File: src/rtl/uart_fcr_pkg.sv
package uart_fcr_pkg;
  localparam int unsigned CTRL_W   = 8;
  localparam int unsigned EN_BIT   = 0;
  localparam int unsigned RXCLR_BIT = 1;
  localparam int unsigned TXCLR_BIT = 2;
  localparam int unsigned WAKE_BIT = 3;
  localparam int unsigned TXSEL_LO = 4;
  localparam int unsigned RXSEL_LO = 6;

  typedef logic [1:0] trig_sel_t;

  function automatic logic [7:0] trig_of(input trig_sel_t sel);
    case (sel)
      2'd0:    trig_of = 8'd8;
      2'd1:    trig_of = 8'd16;
      2'd2:    trig_of = 8'd56;
      default: trig_of = 8'd60;
    endcase
  endfunction
endpackage

File: src/rtl/fcr_regs.sv
module fcr_regs
  import uart_fcr_pkg::*;
(
  input  logic              clk_i,
  input  logic              rst_ni,
  input  logic              we_i,
  input  logic [CTRL_W-1:0] wdata_i,
  input  logic              ext_en_i,
  output logic              fifo_en_o,
  output logic              wake_en_o,
  output trig_sel_t         sel_o,
  output logic              rx_clr_o,
  output logic              tx_clr_o
);
  logic      en_q, wake_q;
  trig_sel_t sel_q;
  logic      arm;

  assign arm = we_i & wdata_i[EN_BIT];

  always_ff @(posedge clk_i or negedge rst_ni) begin
    if (!rst_ni) begin
      en_q   <= 1'b0;
      wake_q <= 1'b0;
      sel_q  <= '0;
    end else if (we_i) begin
      en_q <= wdata_i[EN_BIT];
      if (wdata_i[EN_BIT]) begin
        if (ext_en_i) begin
          wake_q <= wdata_i[WAKE_BIT];
          sel_q  <= wdata_i[TXSEL_LO +: 2];
        end else begin
          sel_q  <= wdata_i[RXSEL_LO +: 2];
        end
      end
    end
  end

  // reset bits act as one-cycle strobes; nothing is stored
  assign rx_clr_o  = arm & wdata_i[RXCLR_BIT];
  assign tx_clr_o  = arm & wdata_i[TXCLR_BIT];
  assign fifo_en_o = en_q;
  assign wake_en_o = wake_q;
  assign sel_o     = sel_q;
endmodule

File: src/rtl/byte_fifo.sv
module byte_fifo #(
  parameter int unsigned DEPTH  = 128,
  parameter int unsigned DATA_W = 8,
  localparam int unsigned PTR_W = $clog2(DEPTH),
  localparam int unsigned LVL_W = $clog2(DEPTH + 1)
) (
  input  logic              clk_i,
  input  logic              rst_ni,
  input  logic              en_i,
  input  logic              clr_i,
  input  logic              push_i,
  input  logic [DATA_W-1:0] data_i,
  input  logic              pop_i,
  output logic [DATA_W-1:0] data_o,
  output logic [LVL_W-1:0]  level_o
);
  logic [DATA_W-1:0] mem_q [DEPTH];
  logic [PTR_W-1:0]  wr_q, rd_q;
  logic [LVL_W-1:0]  lvl_q;
  logic              full, empty, push_ok, pop_ok;

  assign full    = (lvl_q == LVL_W'(DEPTH));
  assign empty   = (lvl_q == '0);
  assign push_ok = en_i & push_i & ~full;
  assign pop_ok  = en_i & pop_i & ~empty;

  function automatic logic [PTR_W-1:0] nxt(input logic [PTR_W-1:0] p);
    nxt = (p == PTR_W'(DEPTH - 1)) ? '0 : p + 1'b1;
  endfunction

  always_ff @(posedge clk_i or negedge rst_ni) begin
    if (!rst_ni) begin
      wr_q  <= '0;
      rd_q  <= '0;
      lvl_q <= '0;
    end else if (clr_i) begin
      wr_q  <= '0;
      rd_q  <= '0;
      lvl_q <= '0;
    end else begin
      if (push_ok) wr_q <= nxt(wr_q);
      if (pop_ok)  rd_q <= nxt(rd_q);
      case ({push_ok, pop_ok})
        2'b10:   lvl_q <= lvl_q + 1'b1;
        2'b01:   lvl_q <= lvl_q - 1'b1;
        default: lvl_q <= lvl_q;
      endcase
    end
  end

  always_ff @(posedge clk_i) begin
    if (push_ok && !clr_i) mem_q[wr_q] <= data_i;
  end

  assign data_o  = mem_q[rd_q];
  assign level_o = lvl_q;
endmodule

File: src/rtl/tx_trig_irq.sv
module tx_trig_irq #(
  parameter int unsigned LVL_W = 8
) (
  input  logic             clk_i,
  input  logic             rst_ni,
  input  logic             clr_i,
  input  logic [LVL_W-1:0] level_i,
  input  logic [LVL_W-1:0] trig_i,
  output logic             irq_o
);
  logic [LVL_W-1:0] prev_q;
  logic             irq_q, fell_below, drained;

  assign fell_below = (prev_q >= trig_i) && (level_i < trig_i);
  assign drained    = (prev_q != '0) && (level_i == '0);

  always_ff @(posedge clk_i or negedge rst_ni) begin
    if (!rst_ni) begin
      prev_q <= '0;
      irq_q  <= 1'b0;
    end else if (clr_i) begin
      prev_q <= '0;
      irq_q  <= 1'b0;
    end else begin
      prev_q <= level_i;
      if (fell_below || drained) irq_q <= 1'b1;
      else if (level_i >= trig_i) irq_q <= 1'b0;
    end
  end

  assign irq_o = irq_q;
endmodule

File: src/rtl/uart_fifo_ctrl.sv
module uart_fifo_ctrl
  import uart_fcr_pkg::*;
#(
  parameter int unsigned DEPTH  = 128,
  parameter int unsigned DATA_W = 8,
  localparam int unsigned LVL_W = $clog2(DEPTH + 1)
) (
  input  logic              clk_i,
  input  logic              rst_ni,
  input  logic              ctrl_we_i,
  input  logic [CTRL_W-1:0] ctrl_wdata_i,
  input  logic              ext_en_i,
  input  logic              tx_push_i,
  input  logic [DATA_W-1:0] tx_data_i,
  input  logic              tx_pop_i,
  output logic [DATA_W-1:0] tx_data_o,
  output logic [LVL_W-1:0]  tx_level_o,
  input  logic              rx_push_i,
  input  logic [DATA_W-1:0] rx_data_i,
  input  logic              rx_pop_i,
  output logic [DATA_W-1:0] rx_data_o,
  output logic [LVL_W-1:0]  rx_level_o,
  output logic              fifo_en_o,
  output logic              wake_en_o,
  output logic [LVL_W-1:0]  trig_level_o,
  output logic              tx_irq_o,
  output logic              rx_irq_o,
  output logic              rx_overrun_o
);
  logic      en, rx_clr, tx_clr, tx_irq_raw, ovr_q;
  trig_sel_t sel;
  logic [LVL_W-1:0] trig;

  fcr_regs u_regs (
    .clk_i     (clk_i),
    .rst_ni    (rst_ni),
    .we_i      (ctrl_we_i),
    .wdata_i   (ctrl_wdata_i),
    .ext_en_i  (ext_en_i),
    .fifo_en_o (en),
    .wake_en_o (wake_en_o),
    .sel_o     (sel),
    .rx_clr_o  (rx_clr),
    .tx_clr_o  (tx_clr)
  );

  assign trig = LVL_W'(trig_of(sel));

  byte_fifo #(.DEPTH(DEPTH), .DATA_W(DATA_W)) u_tx_fifo (
    .clk_i   (clk_i),
    .rst_ni  (rst_ni),
    .en_i    (en),
    .clr_i   (tx_clr),
    .push_i  (tx_push_i),
    .data_i  (tx_data_i),
    .pop_i   (tx_pop_i),
    .data_o  (tx_data_o),
    .level_o (tx_level_o)
  );

  byte_fifo #(.DEPTH(DEPTH), .DATA_W(DATA_W)) u_rx_fifo (
    .clk_i   (clk_i),
    .rst_ni  (rst_ni),
    .en_i    (en),
    .clr_i   (rx_clr),
    .push_i  (rx_push_i),
    .data_i  (rx_data_i),
    .pop_i   (rx_pop_i),
    .data_o  (rx_data_o),
    .level_o (rx_level_o)
  );

  tx_trig_irq #(.LVL_W(LVL_W)) u_tx_irq (
    .clk_i   (clk_i),
    .rst_ni  (rst_ni),
    .clr_i   (tx_clr),
    .level_i (tx_level_o),
    .trig_i  (trig),
    .irq_o   (tx_irq_raw)
  );

  always_ff @(posedge clk_i or negedge rst_ni) begin
    if (!rst_ni)                                            ovr_q <= 1'b0;
    else if (rx_clr)                                        ovr_q <= 1'b0;
    else if (en && rx_push_i && rx_level_o == LVL_W'(DEPTH)) ovr_q <= 1'b1;
  end

  assign fifo_en_o    = en;
  assign trig_level_o = trig;
  assign rx_irq_o     = en && (rx_level_o >= trig);
  assign tx_irq_o     = en && tx_irq_raw;
  assign rx_overrun_o = ovr_q;
endmodule

File: config.mk
export PLATFORM = sky130hd
export DESIGN_NAME = uart_fifo_ctrl
export DESIGN_NICKNAME = d
export VERILOG_FILES = /design/src/rtl/uart_fcr_pkg.sv /design/src/rtl/fcr_regs.sv /design/src/rtl/byte_fifo.sv /design/src/rtl/tx_trig_irq.sv /design/src/rtl/uart_fifo_ctrl.sv
export SDC_FILE = /design/constraint.sdc
export NUM_CORES = 2
export LEC_CHECK = 0
export BUFFER_PORTS_ARGS = -buffer_cell sky130_fd_sc_hd__buf_2
export CAP_MARGIN = 30
export CORE_UTILIZATION = 53
export DETAILED_ROUTE_END_ITERATION = 7
export PLACE_DENSITY = 0.75
export SLEW_MARGIN = 20
export SYNTH_ARGS = -nofsm -noshare
export SYNTH_HDL_FRONTEND = slang
export SYNTH_SLANG_ARGS = --single-unit
File: constraint.sdc
create_clock -name clk_i -period 5.8 [get_ports clk_i]
set_input_delay 0.87 -clock clk_i [delete_from_list [all_inputs] [get_ports clk_i]]
set_output_delay 0.87 -clock clk_i [all_outputs]
set_load 0.005 [all_outputs]
==> metrics.md <==
| Metric | Value |
|---|---|
| Mapped Cells | `4116` |
| Clk network pwr share | `33.8%` |
| Outcome | `finished, final reports clean` |
| Die ar. | `roughly 160000 µm²` |
| Util after Layout | `59.22%` |
| Row count | `145` |
| Vias/cell | `6.385` |
| Number of global-route vias before repair | `41.36k` |
| Area contributors post-synth | `edfxtp_1 74%, mux4_2 13%, mux2i_1 2.4%` |
| Share of cells above drive strength 1 | `22.24%` |
| Worst path max stage delay | `800 ps` |
| Clock Root Buffer | `clkbuf_16` |
| Total Routing Usage GR | `a little under a quarter` |
| Port buffer count | `72` |
| Worst-path clk slew | `60 ps` |
| First-pass GRT wire length | `roughly 270 mm` |
| Post-synth top cells | `2048 x edfxtp_1, 475 x mux4_2, 334 x nor2_1` |
| Avg WL per Cell | `28.65 µm` |
| Period utilization | `98.75%` |
| Area growth from synthesis to layout | `10.91%` |
| Detailed Route WL | `185.6 mm` |
| CTS sink cnt | `~2.1k` |
| Max stage delay cell, worst path | `dfrtp_4` |
| Final Hold Fails | `0` |
| Max-slew violations | `0` |
| Switching pwr | `between 10 and 15 mW` |
| H-Tree Depth | `4` |
| Crit-path cells | `buf_4, mux4_2, mux2i_1, or2_2, a221oi_1, a311oi_1, nor4_1, buf_2` |
| Clk_lat worst skew | `850 ps` |
| Sequential area share after synthesis | `75.47%` |
| Yosys top cell by area | `edfxtp_1` |
| Longest Clk Path Bufs | `3` |
| Ys async rst share | `2.754%` |
| Die Y | `~400 µm` |
| Final min period | `5728 ps` |
| Least-Margin Pin Slew | `roughly 1100 ps` |
| Non-filler cells, final | `6478` |
| Initial core utilization | `a little over half` |
| Num CTS Buffers | `200` |
| Area of the core | `156200 µm²` |
| TritonCTS clock tree | `yes` |
| Finish-stage setup viols | `0` |
| RSZ-0062 raised after global routing | `no` |
| Post-synth EDFFs | `2048` |
| Placed cell count | `6095` |
| Switching Share | `27.16%` |
| Combinational fraction of design power | `20.8%` |
| CP max FO | `35` |
| Yosys cell types | `81` |
| Avg Inst Size Synth | `20.26 µm²` |
| Largest net degree at the start of global routing | `98` |
| Setup TNS | `0 ps` |
| Routed Antenna Nets | `0` |
| DR iter-0 viols | `about 5.2k` |
| Setup WS pre-CTS | `1064 ps` |
| Relative slew slack | `between 20% and 30%` |
| Top_reg_cell synth | `edfxtp_1` |
| HPWL Detailed | `110.6 mm` |
| Hold Buf Count CTS | `0` |
| Via Count | `41.37k` |
| Worst Path Required | `between 4000 and 5000 ps` |
| Area share of the largest cell type after synthesis | `73.73%` |
| Nets | `4306` |
| Die X | `about 400 µm` |
| Power Density | `410.9 nW/µm²` |
| Worst vdd ir | `between 0.3 and 0.4 mV` |
| Placed inst area | `85850 µm²` |
| Max-cap violations | `0` |
| Placer Congestion | `0.8790` |
| Critical setup path kind | `register to primary output` |
| Post-Syn Area | `approximately 83000 µm²` |
| Int Power | `27.69 mW` |
| Postcts setup bufs | `0` |
| Register share of total power | `45.5%` |
| Synth Register Bits | `between 2k and 2.5k` |
| Max Clk Rate | `0.1746 GHz` |
| Total global routing overflow | `0` |
| CP arrival | `4860 ps` |
| First-pass iteration count of the detailed router | `6` |
| Clock skew | `79.73 ps` |
| Yosys warns | `0` |
| Initial antenna violation count | `0` |
| Antenna fix cells | `0` |
| Count leader, synth | `edfxtp_1` |
| Top-Level Pins | `77` |
| Leakage power | `between 20 and 30 nW` |
| Worst setup margin | `72.34 ps` |
| CP Launch Type | `register` |
| Min-delay worst type | `primary input to async pin` |
| DRC | `0` |
| Design area | `between 90000 and 100000 µm²` |
| CP Capture Type | `primary output` |
| Post-CTS resize count | `0` |
[state kept, by name (all words and copies together), names as in the netlist]
register / count
u_rx_fifo.mem_q: 1024
u_tx_fifo.mem_q: 1024
u_rx_fifo.level_o: 8
u_tx_fifo.level_o: 8
u_tx_irq.prev_q: 8
u_rx_fifo.rd_q: 7
u_rx_fifo.wr_q: 7
u_tx_fifo.rd_q: 7
u_tx_fifo.wr_q: 7
u_regs.sel_o: 2
rx_overrun_o: 1
u_regs.fifo_en_o: 1
u_regs.wake_en_o: 1
u_tx_irq.irq_o: 1
[cells by family after synthesis]
family                     Yosys count  synth area share [%]
DFF                               2106                 75.47
muxes                              714                 15.75
and+or+nand+nor                    595                 3.164
AOI/OAI and AO/OA                  393                 3.315
buffers and inverters              264                 1.757
xor gates and xnor gates            23                0.2415
adders and majority gates           20                0.3000
other                                1              0.004496
[layer usage]
layer,share of wire (%),global-route usage [%]
met1,39,32.80
met5,0,0
met4,3.4,8.196
met3,8.4,4.114
met2,49,37.78
[cell type report]
cell class	instances	area, µm²
Tap cell	2058	2575
Fill cell	10665	63700
Timing Repair Buffer	180	1375
Sequential cell	2106	62980
Clock buffer	247	5181
Clock inverter	121	1308
Multi-Input combinational cell	1749	19030
Inverter	17	63.81
[worst max-delay path, delay by kind of cell, from the launching register on]
| family | cells | cell delay (ps) |
|---|---|---|
| DFF | 1 | 800 |
| muxes | 2 | 350 |
| and+or+nand+nor | 2 | 1040 |
| buffers and inverters | 2 | 750 |
| AOI/OAI and AO/OA | 2 | 1030 |
[power groups by stage]
| stage | logic [mW] | registers [mW] | clock network (mW) |
|---|---|---|---|
| 2_1_floorplan | 6.05 | 17.3 | 0 |
| 3_3_place_gp | 7.83 | 17.6 | 0 |
| 3_5_place_dp | 7.90 | 17.6 | 0 |
| 4_1_cts | 7.95 | 17.3 | 13.0 |
| 5_1_grt | 8.35 | 17.3 | 13.5 |
| 6_report | 7.89 | 17.3 | 12.8 |
[through the flow]
| stage | power [mW] | hold WS [ps] |
|---|---|---|
| floorplan | 23.30 | 476.9 |
| global placement | 25.43 | 475.7 |
| detailed placement | 25.50 | 502.1 |
| CTS | 38.19 | 67.84 |
| global route | 39.17 | 121.7 |
| finish | 38.01 | 79.07 |
[final timing paths]
check	endpoint	depth (start not counted)	start	slack, ps
max	rx_data_o[2]	8	u_rx_fifo.rd_q[1]	70
min	u_tx_fifo.level_o[0]	1	rst_ni	80
max reg2reg	u_rx_fifo.mem_q[56][5]	6	u_rx_fifo.level_o[3]	1960
min reg2reg	u_regs.wake_en_o	1	u_regs.wake_en_o	520
max in group asynchronous	u_tx_fifo.rd_q[1]	2	rst_ni	4720
min in group clk_i	u_regs.wake_en_o	2	ctrl_wdata_i[3]	290
[placed cells by master (no fill, tap or decap), types with 17 or more instances in the layout]
cell,count
o22ai_1,60
a211oi_1,59
mux2i_1,203
nor2b_1,19
clkinv_1,58
nand3_1,37
nor3_1,18
a21oi_1,46
mux2_2,36
a221oi_1,36
nand2_1,93
o21ai_0,58
ha_1,20
edfxtp_1,2048
bufinv_16,17
a22oi_1,20
clkbuf_16,200
clkbuf_1,47
buf_4,108
mux4_2,475
clkinv_2,25
buf_2,58
nor2_1,334
dfrtp_1,50
inv_1,17
(Power assumes the default switching activity.)
